File: src/rtl/mesi_pkg.sv
package mesi_pkg;
   typedef enum logic [1:0] {
      ST_I = 2'b00,
      ST_S = 2'b01,
      ST_E = 2'b10,
      ST_M = 2'b11
   } line_st_t;

   typedef enum logic [1:0] {
      CMD_NONE = 2'b00,
      CMD_RD   = 2'b01,
      CMD_RDX  = 2'b10
   } bus_cmd_t;

   typedef enum logic [1:0] {
      SEQ_IDLE = 2'b00,
      SEQ_REQ  = 2'b01,
      SEQ_XFER = 2'b10
   } seq_st_t;
endpackage

File: src/rtl/mesi_snoop_resp.sv
module mesi_snoop_resp
   import mesi_pkg::*;
(
   input  line_st_t cur_st,
   input  logic     snp_valid,
   input  bus_cmd_t snp_cmd,
   output line_st_t snp_next,
   output logic     snp_flush,
   output logic     snp_shared
);
   always_comb begin
      snp_next   = cur_st;
      snp_flush  = 1'b0;
      snp_shared = 1'b0;
      if (snp_valid) begin
         unique case (snp_cmd)
            CMD_RD: begin
               if (cur_st != ST_I) begin
                  snp_shared = 1'b1;
                  snp_next   = ST_S;
               end
               snp_flush = (cur_st == ST_M);
            end
            CMD_RDX: begin
               snp_next  = ST_I;
               snp_flush = (cur_st == ST_M);
            end
            default: ;
         endcase
      end
   end
endmodule

File: src/rtl/mesi_cpu_decode.sv
module mesi_cpu_decode
   import mesi_pkg::*;
(
   input  line_st_t cur_st,
   input  logic     cpu_rd,
   input  logic     cpu_wr,
   output logic     hit,
   output line_st_t hit_next,
   output logic     need_bus,
   output bus_cmd_t need_cmd
);
   logic rd_hit, wr_hit;

   always_comb begin
      rd_hit   = cpu_rd && !cpu_wr && (cur_st != ST_I);
      wr_hit   = cpu_wr && ((cur_st == ST_E) || (cur_st == ST_M));
      hit      = rd_hit || wr_hit;
      hit_next = wr_hit ? ST_M : cur_st;
      need_bus = (cpu_rd || cpu_wr) && !hit;
      need_cmd = cpu_wr ? CMD_RDX : CMD_RD;
   end
endmodule

File: src/rtl/mesi_bus_seq.sv
module mesi_bus_seq
   import mesi_pkg::*;
(
   input  logic     clk,
   input  logic     rst_n,
   input  logic     need_bus,
   input  bus_cmd_t need_cmd,
   input  logic     snp_valid,
   input  logic     bus_gnt,
   input  logic     bus_done,
   output logic     bus_req,
   output bus_cmd_t bus_cmd,
   output logic     seq_idle,
   output logic     xfer_done,
   output bus_cmd_t xfer_cmd
);
   seq_st_t  st_q;
   bus_cmd_t cmd_q;

   always_ff @(posedge clk) begin
      if (!rst_n) begin
         st_q  <= SEQ_IDLE;
         cmd_q <= CMD_NONE;
      end else begin
         unique case (st_q)
            SEQ_IDLE: if (need_bus && !snp_valid) st_q <= SEQ_REQ;
            SEQ_REQ: begin
               if (!need_bus) st_q <= SEQ_IDLE;
               else if (bus_gnt) begin
                  st_q  <= SEQ_XFER;
                  cmd_q <= need_cmd;
               end
            end
            SEQ_XFER: if (bus_done) st_q <= SEQ_IDLE;
            default: st_q <= SEQ_IDLE;
         endcase
      end
   end

   always_comb begin
      bus_req   = (st_q == SEQ_REQ);
      seq_idle  = (st_q == SEQ_IDLE);
      xfer_done = (st_q == SEQ_XFER) && bus_done;
      xfer_cmd  = cmd_q;
      bus_cmd   = (st_q == SEQ_REQ)  ? need_cmd :
                  (st_q == SEQ_XFER) ? cmd_q    : CMD_NONE;
   end

   // an ungranted request is kept up while the processor still waits
   assert_req_held_R8: assert property (@(posedge clk) disable iff (!rst_n)
      (bus_req && !bus_gnt && need_bus) |=> bus_req)
      else $error("bus request dropped before grant");

   // a grant turns into a transfer carrying a real command
   assert_grant_xfer_R8: assert property (@(posedge clk) disable iff (!rst_n)
      (bus_req && bus_gnt && need_bus) |=> (bus_cmd != CMD_NONE) && !bus_req)
      else $error("grant did not start a transfer");
endmodule

File: src/rtl/mesi_line_ctrl.sv
module mesi_line_ctrl
   import mesi_pkg::*;
#(
   parameter int STATE_W = 2,
   parameter int CMD_W   = 2
) (
   input  logic               clk,
   input  logic               rst_n,
   input  logic               cpu_rd,
   input  logic               cpu_wr,
   output logic               cpu_ready,
   output logic               bus_req,
   input  logic               bus_gnt,
   output logic [CMD_W-1:0]   bus_cmd,
   input  logic               bus_done,
   input  logic               shared_in,
   input  logic               snp_valid,
   input  logic [CMD_W-1:0]   snp_cmd,
   output logic               shared_out,
   output logic               flush_out,
   output logic [STATE_W-1:0] line_state
);
   generate
      if (STATE_W != 2) begin : g_bad_state_w
         $error("STATE_W must be 2 for a four-state line");
      end
      if (CMD_W != 2) begin : g_bad_cmd_w
         $error("CMD_W must be 2 for the three bus commands");
      end
   endgenerate

   line_st_t st_q, snp_next, hit_next, fill_next;
   bus_cmd_t need_cmd, seq_cmd, xfer_cmd;
   logic     hit, need_bus, seq_idle, xfer_done;

   mesi_snoop_resp i_snoop (
      .cur_st    (st_q),
      .snp_valid (snp_valid),
      .snp_cmd   (bus_cmd_t'(snp_cmd)),
      .snp_next  (snp_next),
      .snp_flush (flush_out),
      .snp_shared(shared_out)
   );

   mesi_cpu_decode i_decode (
      .cur_st  (st_q),
      .cpu_rd  (cpu_rd),
      .cpu_wr  (cpu_wr),
      .hit     (hit),
      .hit_next(hit_next),
      .need_bus(need_bus),
      .need_cmd(need_cmd)
   );

   mesi_bus_seq i_seq (
      .clk      (clk),
      .rst_n    (rst_n),
      .need_bus (need_bus),
      .need_cmd (need_cmd),
      .snp_valid(snp_valid),
      .bus_gnt  (bus_gnt),
      .bus_done (bus_done),
      .bus_req  (bus_req),
      .bus_cmd  (seq_cmd),
      .seq_idle (seq_idle),
      .xfer_done(xfer_done),
      .xfer_cmd (xfer_cmd)
   );

   always_comb begin
      fill_next  = (xfer_cmd == CMD_RDX) ? ST_M : (shared_in ? ST_S : ST_E);
      cpu_ready  = xfer_done || (seq_idle && hit && !snp_valid);
      bus_cmd    = seq_cmd;
      line_state = st_q;
   end

   always_ff @(posedge clk) begin
      if (!rst_n)                        st_q <= ST_I;
      else if (snp_valid)                st_q <= snp_next;
      else if (xfer_done)                st_q <= fill_next;
      else if (seq_idle && hit)          st_q <= hit_next;
   end

   // a completed write always leaves the line dirty
   assert_write_ends_modified_R4: assert property (@(posedge clk) disable iff (!rst_n)
      (cpu_ready && cpu_wr) |=> (st_q == ST_M))
      else $error("completed write did not leave line modified");

   // a completed read leaves a valid copy
   assert_read_leaves_copy_R2: assert property (@(posedge clk) disable iff (!rst_n)
      (cpu_ready && cpu_rd && !cpu_wr) |=> (st_q != ST_I))
      else $error("completed read left line invalid");

   // after supplying dirty data the line is no longer dirty
   assert_flush_cleans_R6: assert property (@(posedge clk) disable iff (!rst_n)
      flush_out |=> (st_q != ST_M))
      else $error("line still modified after flush");

   // an exclusive line is written without a bus request
   assert_silent_upgrade_R4: assert property (@(posedge clk) disable iff (!rst_n)
      (st_q == ST_E && cpu_wr && !snp_valid) |=> !bus_req)
      else $error("exclusive write requested the bus");

   // a snooped cycle never completes a processor request
   assert_snoop_first_R9: assert property (@(posedge clk) disable iff (!rst_n)
      (snp_valid && seq_idle) |-> !cpu_ready)
      else $error("processor served during a snoop");
endmodule

File: config.mk
export PLATFORM = sky130hd
export DESIGN_NAME = mesi_line_ctrl
export DESIGN_NICKNAME = d
export VERILOG_FILES = /design/src/rtl/mesi_pkg.sv /design/src/rtl/mesi_snoop_resp.sv /design/src/rtl/mesi_cpu_decode.sv /design/src/rtl/mesi_bus_seq.sv /design/src/rtl/mesi_line_ctrl.sv
export SDC_FILE = /design/constraint.sdc
export NUM_CORES = 1
export LEC_CHECK = 0
export BUFFER_PORTS_ARGS = -buffer_cell sky130_fd_sc_hd__buf_2
export CORE_MARGIN = 2
export CORE_UTILIZATION = 25
export CTS_BUF_LIST = sky130_fd_sc_hd__clkbuf_2 sky130_fd_sc_hd__clkbuf_4 sky130_fd_sc_hd__clkbuf_8
export CTS_CLUSTER_SIZE = 28
export DETAILED_ROUTE_END_ITERATION = 7
export PLACE_DENSITY = 0.57
export SYNTH_ARGS = -nofsm -noshare
export SYNTH_HDL_FRONTEND = slang
export SYNTH_SLANG_ARGS = --single-unit
File: constraint.sdc
create_clock -name clk -period 1.2 [get_ports clk]
set_input_delay 0.12 -clock clk [delete_from_list [all_inputs] [get_ports clk]]
set_output_delay 0.12 -clock clk [all_outputs]
set_load 0.05 [all_outputs]
==> qor.json, run 1 <==
{
  "postSynthNetCount": {"value": 70},
  "floorplan.initialDensity": {"value": 0.272},
  "remaining_drc_errors": {"value": 0},
  "floorplan.die.height": {"value": 47.8, "unit": "um"},
  "pwr-share-clk": {"value": 0.319},
  "synthTopCellsByCount": {"value": "11 x sky130_fd_sc_hd__nand2_1, 6 x sky130_fd_sc_hd__dfxtp_1, 5 x sky130_fd_sc_hd__inv_1, 5 x sky130_fd_sc_hd__nor2b_1"},
  "worst-path-max-fanout": {"value": 7},
  "endpoint_worst_hold": {"value": "i_seq.st_q[0]"},
  "route.antenna.remaining_nets": {"value": 0},
  "finalNetCount": {"value": 97},
  "fmaxAchievable": {"value": 778, "unit": "MHz"},
  "grt_antenna_before_repair": {"value": 0},
  "pwr_density_cell": {"value": 897, "unit": "nW/um^2"},
  "netlist.top_cell.by_area": {"value": "sky130_fd_sc_hd__dfxtp_1"},
  "layout-drive-gt1-share": {"value": 0.560},
  "timing_worst_slew_pin_value": {"value": 0.394, "unit": "ns"},
  "top_level_pins": {"value": 18},
  "coreArea": {"value": 1760, "unit": "sq um"},
  "timing.final.crit_share": {"value": 1.07},
  "route.final.wire_length": {"value": 1220, "unit": "um"},
  "post_drt_via_cell_ratio": {"value": 4.82},
  "max-cap-violations": {"value": 0},
  "drtPass1Iterations": {"value": 4},
  "grt_max_degree": {"value": 11},
  "regToRegStartpoint": {"value": "line_state[0]"},
  "setup_total_negative_slack": {"value": -0.255, "unit": "ns"},
  "worst-endpoint-required": {"value": 1.08, "unit": "ns"},
  "syn_inst": {"value": 58},
  "rsz0062_at_grt": {"value": "true"},
  "grt_use_total": {"value": 0.133},
  "pwr-share-comb": {"value": 0.366},
  "final_max_slew_viol_count": {"value": 0},
  "cell_internal_pwr": {"value": 483, "unit": "uW"},
  "drt_iter0_drc": {"value": 2},
  "worst_skew_pair.late_latency": {"value": 0.25, "unit": "ns"},
  "critical_path.startpoint": {"value": "i_seq.st_q[1]"},
  "synthArstFlopShare": {"value": 0},
  "launching_element_type_of_the_critical_path": {"value": "register"},
  "floorplan.rows": {"value": 15},
  "synth_area_leaders": {"value": "sky130_fd_sc_hd__dfxtp_1 25%, sky130_fd_sc_hd__nand2_1 8.6%, sky130_fd_sc_hd__nor2b_1 6.5%"},
  "post-cts-setup-buffers": {"value": 0},
  "fp.dieArea": {"value": 2280, "unit": "sq um"},
  "clk_pin_slew_worst_paths": {"value": 0.05, "unit": "ns"},
  "detail_route.wl_per_cell": {"value": 11.2, "unit": "um"},
  "ys_ff_latch": {"value": 6},
  "pre_cts_slack": {"value": -0.0499, "unit": "ns"},
  "power.sequential.fraction": {"value": 0.315},
  "synth-warning-count": {"value": 0},
  "worstPathArrival": {"value": 1.17, "unit": "ns"},
  "power.switching": {"value": 256, "unit": "uW"},
  "failed_checks": {"value": "negative setup slack"},
  "cts_num_sinks": {"value": 6},
  "timing.reg2reg.setup_slack": {"value": 0, "unit": "ns"},
  "hold_path_startpoint": {"value": "bus_gnt"},
  "post-synth-top-count-cell": {"value": "sky130_fd_sc_hd__nand2_1"},
  "yosys_top_cell_area_share": {"value": 0.251},
  "slew_headroom": {"value": 0.737},
  "fin_worst_skew": {"value": 0.00809, "unit": "ns"},
  "yosysUniqueCellTypes": {"value": 29},
  "globalRouteOverflowTotal": {"value": 0},
  "status": {"value": "finished with violations"},
  "ctsHoldBuffers": {"value": 0},
  "yosysSeqAreaShare": {"value": 0.251},
  "via_count_of_the_first_global_routing_pass": {"value": 475},
  "synthFlopType": {"value": "sky130_fd_sc_hd__dfxtp_1"},
  "synth_enable_flop_cells": {"value": 0},
  "cts_made_buffers": {"value": 3},
  "area_growth_syn_to_layout": {"value": 71.8, "unit": "%"},
  "worst_setup_path_end_kind": {"value": "primary output"},
  "syn-cell-area": {"value": 479, "unit": "sq um"},
  "p_sw_frac": {"value": 0.347},
  "worst_r2r_endpoint": {"value": "i_seq.xfer_cmd[0]"},
  "wire_length_of_the_first_global_routing_pass": {"value": 1980, "unit": "um"},
  "place.gp.congestion": {"value": 0.729},
  "clock_tree.root_cell": {"value": "sky130_fd_sc_hd__clkbuf_4"},
  "syn_avg_cell_area": {"value": 8.26, "unit": "sq um"},
  "die_width": {"value": 47.8, "unit": "um"},
  "report.final.setup_viol": {"value": 4},
  "cts-root-to-sink-buffers": {"value": 2},
  "setup_slack": {"value": -0.0860, "unit": "ns"},
  "r2r.worst_path.cells": {"value": 3},
  "hp-class": {"value": "in2reg"},
  "min_delay_path_depth": {"value": 3},
  "finalCriticalPeriod": {"value": 1.29, "unit": "ns"},
  "dr_total_vias": {"value": 525},
  "timing.setup.critical_path_class": {"value": "reg2out"},
  "timing.final.hold_violations": {"value": 0},
  "htreeDepth": {"value": 1},
  "port-buffer-count": {"value": 17},
  "cts_tree": {"value": "done"},
  "ir_worst_vdd": {"value": 722, "unit": "uV"},
  "static-leakage-power": {"value": 0.000362, "unit": "uW"},
  "detailed_place_hpwl": {"value": 980, "unit": "um"},
  "num_antenna_cells": {"value": 0}
}
==> how the worst max path moves through the flow <==
stage	slack (ns)	end
6_report	-0.09	bus_cmd[0]
5_1_grt	-0.15	cpu_ready
4_1_cts	-0.09	cpu_ready
3_5_place_dp	-0.05	line_state[1]
3_3_place_gp	-0.03	line_state[1]
2_1_floorplan	0.005	cpu_ready
==> flip-flops by register name (all words and copies together), names as in the netlist <==
register / flops
i_seq.xfer_cmd: 2
line_state: 2
i_seq.st_q: 2
==> through the flow <==
stage / area (sq um) / hold slack, ns / power [uW] / instances / utilization
floorplan: 554 / 0.262 / 401 / 58 / -
global placement: 724 / 0.449 / 482 / 105 / 0.411
detailed placement: 724 / 0.453 / 484 / 105 / 0.411
CTS: 816 / 0.181 / 743 / 109 / 0.462
global route: 823 / 0.184 / 783 / 109 / 0.467
finish: 823 / 0.162 / 739 / 109 / 0.467
==> routing by layer <==
layer	global-route usage	up-vias	share of wire
met1	0.156	245	0.44
li1	-	264	-
met3	0.0679	2	0.070
met4	0.0486	0	0.0074
met5	0	-	0
met2	0.208	14	0.48
==> placed cells by master (no fill, tap or decap), types with 3 or more instances in the layout <==
cell,n
sky130_fd_sc_hd__dfxtp_4,3
sky130_fd_sc_hd__buf_6,6
sky130_fd_sc_hd__buf_2,11
sky130_fd_sc_hd__inv_1,5
sky130_fd_sc_hd__nand2_1,9
sky130_fd_sc_hd__mux2i_1,3
sky130_fd_sc_hd__buf_4,4
sky130_fd_sc_hd__nor2_2,3
sky130_fd_sc_hd__clkbuf_4,4
==> final cells by class <==
cell class / count / area [sq um]
inverters: 5 / 18.8
multi-input cells: 45 / 408
well taps: 25 / 31.3
fillers: 202 / 941
clock buffers: 4 / 30.0
repair buffers: 24 / 203
flip-flops and latches: 6 / 133
==> kinds of logic after synthesis <==
logic type,after synthesis,synth area share
AOI/OAI and AO/OA,14,0.285
DFF,6,0.251
muxes,3,0.0627
and+or+nand+nor,26,0.292
buffers and inverters,7,0.0574
adders and majority gates,2,0.0522
==> worst max-delay path, stage by stage, from the launching register on <==
cell and delay [ns]:
sky130_fd_sc_hd__dfxtp_4 0.38, sky130_fd_sc_hd__buf_6 0.11, sky130_fd_sc_hd__nor2b_4 0.04, sky130_fd_sc_hd__a22o_4 0.24, sky130_fd_sc_hd__buf_8 0.15
==> power groups by stage <==
stage               sequential [uW]  combinational, uW  clock (uW)
finish                          233                270         236
global route                    235                289         259
CTS                             233                268         242
detailed placement              237                247           0
global placement                236                245           0
floorplan                       258                143           0
==> timing repair <==
| action | in CTS | in global routing |
|---|---|---|
| pin swaps | 1 | 3 |
| gates resized for setup | 20 | 4 |
| endpoints found under the setup margin | 9 | 10 |
Note: power is estimated with default switching activity, not from simulation.
==> run 2: changes to the inputs <==
- PLACE_DENSITY: 0.57 -> 0.55
- clock period: 1.2 -> 1.6 ns (I/O delays scaled with it)
==> run 2 against run 1 <==
  * The flow now finishes without violations
  * Clock power fell by 44%
  * Global-route usage fell by 1.4 points
  * Largest power group is now sequential cells
  * Count of clock-buffer cells in the layout fell by 1
  * Critical path type unchanged
  * Design area fell by 21%
  * Register-to-register slack improved by 0.23 ns
  * Combinational power fell by 43%
  * Die area did not move
  * Largest cell class unchanged
==> qor.json, run 2 (same netlist as run 1, synthesis figures left out) <==
{
  "ir_worst_vdd": {"value": 336, "unit": "uV", "change": "-54%"},
  "layout-drive-gt1-share": {"value": 0.390, "change": "-0.170"},
  "area_growth_syn_to_layout": {"value": 35.8, "unit": "%"},
  "setup_total_negative_slack": {"value": 0, "unit": "ns", "change": "+0.255 ns"},
  "worst_skew_pair.late_latency": {"value": 0.24, "unit": "ns", "change": "about the same"},
  "finalCriticalPeriod": {"value": 1.50, "unit": "ns"},
  "final_max_slew_viol_count": {"value": 0, "change": "unchanged"},
  "timing.reg2reg.setup_slack": {"value": 0.23, "unit": "ns", "change": "+0.23 ns"},
  "cts_tree": {"value": "done"},
  "grt_max_degree": {"value": 11, "change": "unchanged"},
  "drt_iter0_drc": {"value": 4, "change": "+2"},
  "static-leakage-power": {"value": 0.000293, "unit": "uW", "change": "-19%"},
  "detail_route.wl_per_cell": {"value": 10.9, "unit": "um", "change": "-3.1%"},
  "grt_use_total": {"value": 0.119, "change": "-0.0138"},
  "timing.final.hold_violations": {"value": 0, "change": "unchanged"},
  "worstPathArrival": {"value": 1.34, "unit": "ns", "change": "+0.17 ns"},
  "min_delay_path_depth": {"value": 2, "change": "-1"},
  "final_common_cell": {"value": "sky130_fd_sc_hd__buf_2"},
  "rsz0062_at_grt": {"value": "false"},
  "worst_setup_path_end_kind": {"value": "primary output"},
  "finalNetCount": {"value": 91, "change": "-6.2%"},
  "fp.dieArea": {"value": 2280, "unit": "sq um", "change": "unchanged"},
  "r2r.worst_path.cells": {"value": 3, "change": "unchanged"},
  "globalRouteOverflowTotal": {"value": 0, "change": "unchanged"},
  "max-cap-violations": {"value": 0, "change": "unchanged"},
  "clk_pin_slew_worst_paths": {"value": 0.04, "unit": "ns", "change": "about the same"},
  "dr_total_vias": {"value": 480, "change": "-8.6%"},
  "pwr_density_cell": {"value": 714, "unit": "nW/um^2", "change": "-20%"},
  "remaining_drc_errors": {"value": 0, "change": "unchanged"},
  "route.antenna.remaining_nets": {"value": 0, "change": "unchanged"},
  "port-buffer-count": {"value": 17, "change": "unchanged"},
  "slew_headroom": {"value": 0.766, "change": "+0.0283"},
  "detailed_place_hpwl": {"value": 902, "unit": "um", "change": "-7.9%"},
  "report.final.setup_viol": {"value": 0, "change": "-4"},
  "htreeDepth": {"value": 1, "change": "unchanged"},
  "die_width": {"value": 47.8, "unit": "um", "change": "unchanged"},
  "layout_common_cells": {"value": "16 x sky130_fd_sc_hd__buf_2, 11 x sky130_fd_sc_hd__nand2_1, 5 x sky130_fd_sc_hd__inv_1, 4 x sky130_fd_sc_hd__clkbuf_4, 4 x sky130_fd_sc_hd__dfxtp_1"},
  "timing_worst_slew_pin_value": {"value": 0.351, "unit": "ns", "change": "-0.0424 ns"},
  "timing.final.crit_share": {"value": 0.937},
  "top_level_pins": {"value": 18, "change": "unchanged"},
  "floorplan.rows": {"value": 15, "change": "unchanged"},
  "wire_length_of_the_first_global_routing_pass": {"value": 1860, "unit": "um", "change": "-6.3%"},
  "timing.hold.ws": {"value": 0.230, "unit": "ns", "change": "+0.0675 ns"},
  "drtPass1Iterations": {"value": 4, "change": "unchanged"},
  "launching_element_type_of_the_critical_path": {"value": "register"},
  "worst-path-max-fanout": {"value": 7, "change": "unchanged"},
  "stdcell_count": {"value": 102, "change": "-6.4%"},
  "floorplan.initialDensity": {"value": 0.272, "change": "unchanged"},
  "place.gp.congestion": {"value": 0.723, "change": "-0.89%"},
  "timing.setup.critical_path_class": {"value": "reg2out"},
  "grt_antenna_before_repair": {"value": 0, "change": "unchanged"},
  "cts_num_sinks": {"value": 6, "change": "unchanged"},
  "status": {"value": "finished, final reports clean"},
  "hp-class": {"value": "in2reg"},
  "via_count_of_the_first_global_routing_pass": {"value": 449, "change": "-5.5%"},
  "clock_tree.root_cell": {"value": "sky130_fd_sc_hd__clkbuf_4"},
  "worst-endpoint-required": {"value": 1.44, "unit": "ns", "change": "+0.36 ns"},
  "place_inst": {"value": 99, "change": "-5.7%"},
  "fmaxAchievable": {"value": 667, "unit": "MHz"},
  "cts-root-to-sink-buffers": {"value": 2, "change": "unchanged"},
  "route.final.wire_length": {"value": 1110, "unit": "um", "change": "-9.3%"},
  "cts_made_buffers": {"value": 3, "change": "unchanged"},
  "num_antenna_cells": {"value": 0, "change": "unchanged"},
  "floorplan.die.height": {"value": 47.8, "unit": "um", "change": "unchanged"},
  "post_drt_via_cell_ratio": {"value": 4.71, "change": "-2.3%"},
  "fin_worst_skew": {"value": 0.00381, "unit": "ns", "change": "-0.00428 ns"},
  "coreArea": {"value": 1760, "unit": "sq um", "change": "unchanged"}
}
==> run 2: cell count changes in the layout (fill, tap and decap cells not counted), sizes merged <==
cell and delta:
buf -7
==> run 2: final timing paths <==
check / start / to
max: line_state[0] / cpu_ready
min: rst_n / i_seq.st_q[1]
max reg2reg: i_seq.st_q[0] / i_seq.xfer_cmd[1]
min reg2reg: i_seq.xfer_cmd[0] / i_seq.xfer_cmd[0]
==> run 2: final cells by class <==
class,count,area [sq um]
fillers,205,1110
multi-input cells,45,360
flip-flops and latches,6,123
repair buffers,18,95.1
well taps,25,31.3
clock buffers,3,22.5
inverters,5,18.8
==> run 2: worst max-delay path, stage by stage, from the launching register on <==
cell	delay (ns)
sky130_fd_sc_hd__dfxtp_2	0.38
sky130_fd_sc_hd__nor2b_1	0.14
sky130_fd_sc_hd__o221ai_1	0.17
sky130_fd_sc_hd__a21oi_4	0.17
sky130_fd_sc_hd__clkbuf_4	0.23
==> run 2: repair_timing <==
| action | in CTS | in global routing |
|---|---|---|
| endpoints found under the setup margin | 2 | 3 |
| buffers inserted | 0 | 0 |
| hold buffers | 0 | 0 |
| resized for setup | 1 | 2 |
==> run 2: through the flow <==
stage | area [sq um] | setup WS [ns] | total power, uW | utilization
after floorplan | 507 | -0.0889 | 289 | -
after global placement | 622 | 0.229 | 333 | 0.352
after detailed placement | 622 | 0.229 | 334 | 0.352
after CTS | 646 | 0.0408 | 475 | 0.366
after global routing | 651 | 0.00974 | 500 | 0.369
final | 651 | 0.100 | 464 | 0.369
==> run 2: report_power, final <==
group	internal, uW	total, uW	leakage (uW)	switching (uW)
clock	84.4	133	0.0000138	48.7
sequential	160	178	0.0000498	17.5
combinational	58.1	153	0.000229	95.4
total	303	464	0.000293	161
==> run 2: per-layer routing <==
layer / GRT usage / vias up / wire length [um]
li1: - / 250 / -
met1: 0.154 / 220 / 499
met2: 0.179 / 8 / 563
met3: 0.0226 / 2 / 32
met4: 0.0811 / 0 / 12
met5: 0 / - / 0
==> run 3: changes to the inputs <==
- BUFFER_PORTS_ARGS: -buffer_cell sky130_fd_sc_hd__buf_2 -> -buffer_cell sky130_fd_sc_hd__buf_4
- CORE_ASPECT_RATIO: unset -> 0.7
- SKIP_LAST_GASP: unset -> 1
==> run 3 against run 2 <==
  * Critical path depth unchanged
  * Clock power increased by 11%
  * Design area increased by 5.2%
  * Global-route usage decreased by 0.76 points
  * Worst setup slack improved by 0.0073 ns
  * Maximum frequency increased by 0.49%
  * Highest routed layer unchanged
==> qor.json, run 3 (same netlist as run 1, synthesis figures left out) <==
{
  "status": {"value": "finished, final reports clean"},
  "setup_total_negative_slack": {"value": 0, "unit": "ns", "change": "unchanged"},
  "via_count_of_the_first_global_routing_pass": {"value": 396, "change": "-12%"},
  "grt_max_degree": {"value": 11, "change": "unchanged"},
  "coreArea": {"value": 1840, "unit": "sq um", "change": "+4.2%"},
  "totalPowerFinal": {"value": 493, "unit": "uW", "change": "+6.1%"},
  "top_level_pins": {"value": 18, "change": "unchanged"},
  "die_width": {"value": 56.3, "unit": "um", "change": "+18%"},
  "cts_made_buffers": {"value": 3, "change": "unchanged"},
  "place_inst": {"value": 96, "change": "-3.0%"},
  "worst_setup_path_end_kind": {"value": "primary output"},
  "port-buffer-count": {"value": 17, "change": "unchanged"},
  "detailed_place_hpwl": {"value": 913, "unit": "um", "change": "+1.2%"},
  "final_common_cell": {"value": "sky130_fd_sc_hd__buf_4"},
  "finalCriticalPeriod": {"value": 1.49, "unit": "ns", "change": "-0.00729 ns"},
  "grt_antenna_before_repair": {"value": 0, "change": "unchanged"},
  "timing.final.crit_share": {"value": 0.933, "change": "-0.00456"},
  "route.antenna.remaining_nets": {"value": 0, "change": "unchanged"},
  "layout-drive-gt1-share": {"value": 0.377, "change": "-0.0130"},
  "worst-endpoint-required": {"value": 1.44, "unit": "ns", "change": "about the same"},
  "wire_length_of_the_first_global_routing_pass": {"value": 1860, "unit": "um", "change": "unchanged"},
  "cts_tree": {"value": "done"},
  "num_antenna_cells": {"value": 0, "change": "unchanged"},
  "remaining_drc_errors": {"value": 0, "change": "unchanged"},
  "drtPass1Iterations": {"value": 3, "change": "-1"},
  "launching_element_type_of_the_critical_path": {"value": "register"},
  "timing.setup.critical_path_class": {"value": "reg2out"},
  "layout.core_utilization": {"value": 0.372, "change": "+0.00357"},
  "floorplan.rows": {"value": 13, "change": "-2"},
  "route.final.wire_length": {"value": 1130, "unit": "um", "change": "+1.6%"},
  "ir_worst_vdd": {"value": 330, "unit": "uV", "change": "-1.7%"},
  "layout_common_cells": {"value": "18 x sky130_fd_sc_hd__buf_4, 11 x sky130_fd_sc_hd__nand2_1, 5 x sky130_fd_sc_hd__inv_1, 4 x sky130_fd_sc_hd__nor2b_1, 4 x sky130_fd_sc_hd__dfxtp_1"},
  "fp.dieArea": {"value": 2290, "unit": "sq um", "change": "+0.25%"},
  "floorplan.die.height": {"value": 40.6, "unit": "um", "change": "-15%"},
  "floorplan.initialDensity": {"value": 0.261, "change": "-0.0109"},
  "cts-root-to-sink-buffers": {"value": 2, "change": "unchanged"},
  "detail_route.wl_per_cell": {"value": 11.4, "unit": "um", "change": "+4.7%"},
  "rsz0062_at_grt": {"value": "false"},
  "static-leakage-power": {"value": 0.000301, "unit": "uW", "change": "+3.0%"},
  "area_growth_syn_to_layout": {"value": 42.8, "unit": "%"},
  "cts_num_sinks": {"value": 6, "change": "unchanged"},
  "globalRouteOverflowTotal": {"value": 0, "change": "unchanged"},
  "worst_skew_pair.late_latency": {"value": 0.26, "unit": "ns", "change": "+0.02 ns"},
  "fmaxAchievable": {"value": 670, "unit": "MHz", "change": "+0.49%"},
  "ctsHoldBuffers": {"value": 0, "change": "unchanged"},
  "grt_use_total": {"value": 0.112, "change": "-0.00761"},
  "worst-path-max-fanout": {"value": 7, "change": "unchanged"},
  "timing.final.hold_violations": {"value": 0, "change": "unchanged"},
  "worstPathArrival": {"value": 1.33, "unit": "ns", "change": "about the same"},
  "htreeDepth": {"value": 1, "change": "unchanged"},
  "timing.reg2reg.setup_slack": {"value": 0.20, "unit": "ns", "change": "-0.03 ns"},
  "pwr_density_cell": {"value": 720, "unit": "nW/um^2", "change": "+0.84%"},
  "finalNetCount": {"value": 91, "change": "unchanged"},
  "post_drt_via_cell_ratio": {"value": 4.73, "change": "+0.45%"},
  "timing_worst_slew_pin_value": {"value": 0.389, "unit": "ns", "change": "+0.0380 ns"},
  "max-cap-violations": {"value": 0, "change": "unchanged"},
  "clk_pin_slew_worst_paths": {"value": 0.05, "unit": "ns", "change": "about the same"},
  "hp-class": {"value": "in2reg"},
  "report.final.setup_viol": {"value": 0, "change": "unchanged"},
  "dr_total_vias": {"value": 468, "change": "-2.5%"},
  "drt_iter0_drc": {"value": 6, "change": "+2"},
  "final_max_slew_viol_count": {"value": 0, "change": "unchanged"},
  "place.gp.congestion": {"value": 0.676, "change": "-6.5%"},
  "fin_worst_skew": {"value": 0.0126, "unit": "ns", "change": "+0.00874 ns"},
  "clock_tree.root_cell": {"value": "sky130_fd_sc_hd__clkbuf_4"},
  "slew_headroom": {"value": 0.740, "change": "-0.0253"},
  "stdcell_count": {"value": 99, "change": "-2.9%"}
}
run 3: cell types whose count changed in the layout (fill, tap and decap cells not counted), sizes merged:
cell	previous run	this run
buf	17	18
clkbuf	4	3
run 3: final cells by class:
| class | instances | area (sq um) |
|---|---|---|
| Sequential cell | 6 | 123 |
| Multi-Input combinational cell | 45 | 358 |
| Clock buffer | 3 | 22.5 |
| Timing Repair Buffer | 18 | 135 |
| Fill cell | 200 | 1150 |
| Tap cell | 22 | 27.5 |
| Inverter | 5 | 18.8 |
run 3: critical path, cell delays in order, from the launching register on:
cell and delay, ns:
sky130_fd_sc_hd__dfxtp_2 0.39, sky130_fd_sc_hd__nor2b_1 0.15, sky130_fd_sc_hd__o221ai_1 0.17, sky130_fd_sc_hd__a21oi_4 0.17, sky130_fd_sc_hd__buf_4 0.20
run 3: metrics by stage:
step / cell area, sq um / setup WS [ns] / hold slack (ns)
2_1_floorplan: 507 / -0.0889 / 0.302
3_3_place_gp: 661 / 0.216 / 0.462
3_5_place_dp: 661 / 0.225 / 0.454
4_1_cts: 683 / 0.0313 / 0.206
5_1_grt: 684 / 0.0547 / 0.207
6_report: 684 / 0.108 / 0.207
run 3: final timing paths:
check	start	end	cells after the start
worst max-delay path	line_state[0]	cpu_ready	4
worst max register to register	i_seq.st_q[0]	i_seq.xfer_cmd[0]	3
worst min register to register	i_seq.xfer_cmd[0]	i_seq.xfer_cmd[0]	2
worst min-delay path	rst_n	i_seq.st_q[1]	2
run 3: where the power goes:
group	internal [uW]	total [uW]	switching (uW)
clock	85.4	148	62.4
sequential	160	177	17.0
combinational	70.8	168	96.9
run 3: what timing repair did:
action / in CTS / in global routing
resized for setup: 0 / 1
buffers inserted: 0 / 0
setup endpoints to repair: 0 / 2
run 3: per-layer routing:
metal / vias up / GRT usage / part of all wire
li1: 250 / - / -
met2: 10 / 0.156 / 0.43
met4: 0 / 0.0714 / 0.017
met3: 2 / 0.0315 / 0.039
met1: 206 / 0.152 / 0.52
met5: - / 0 / 0
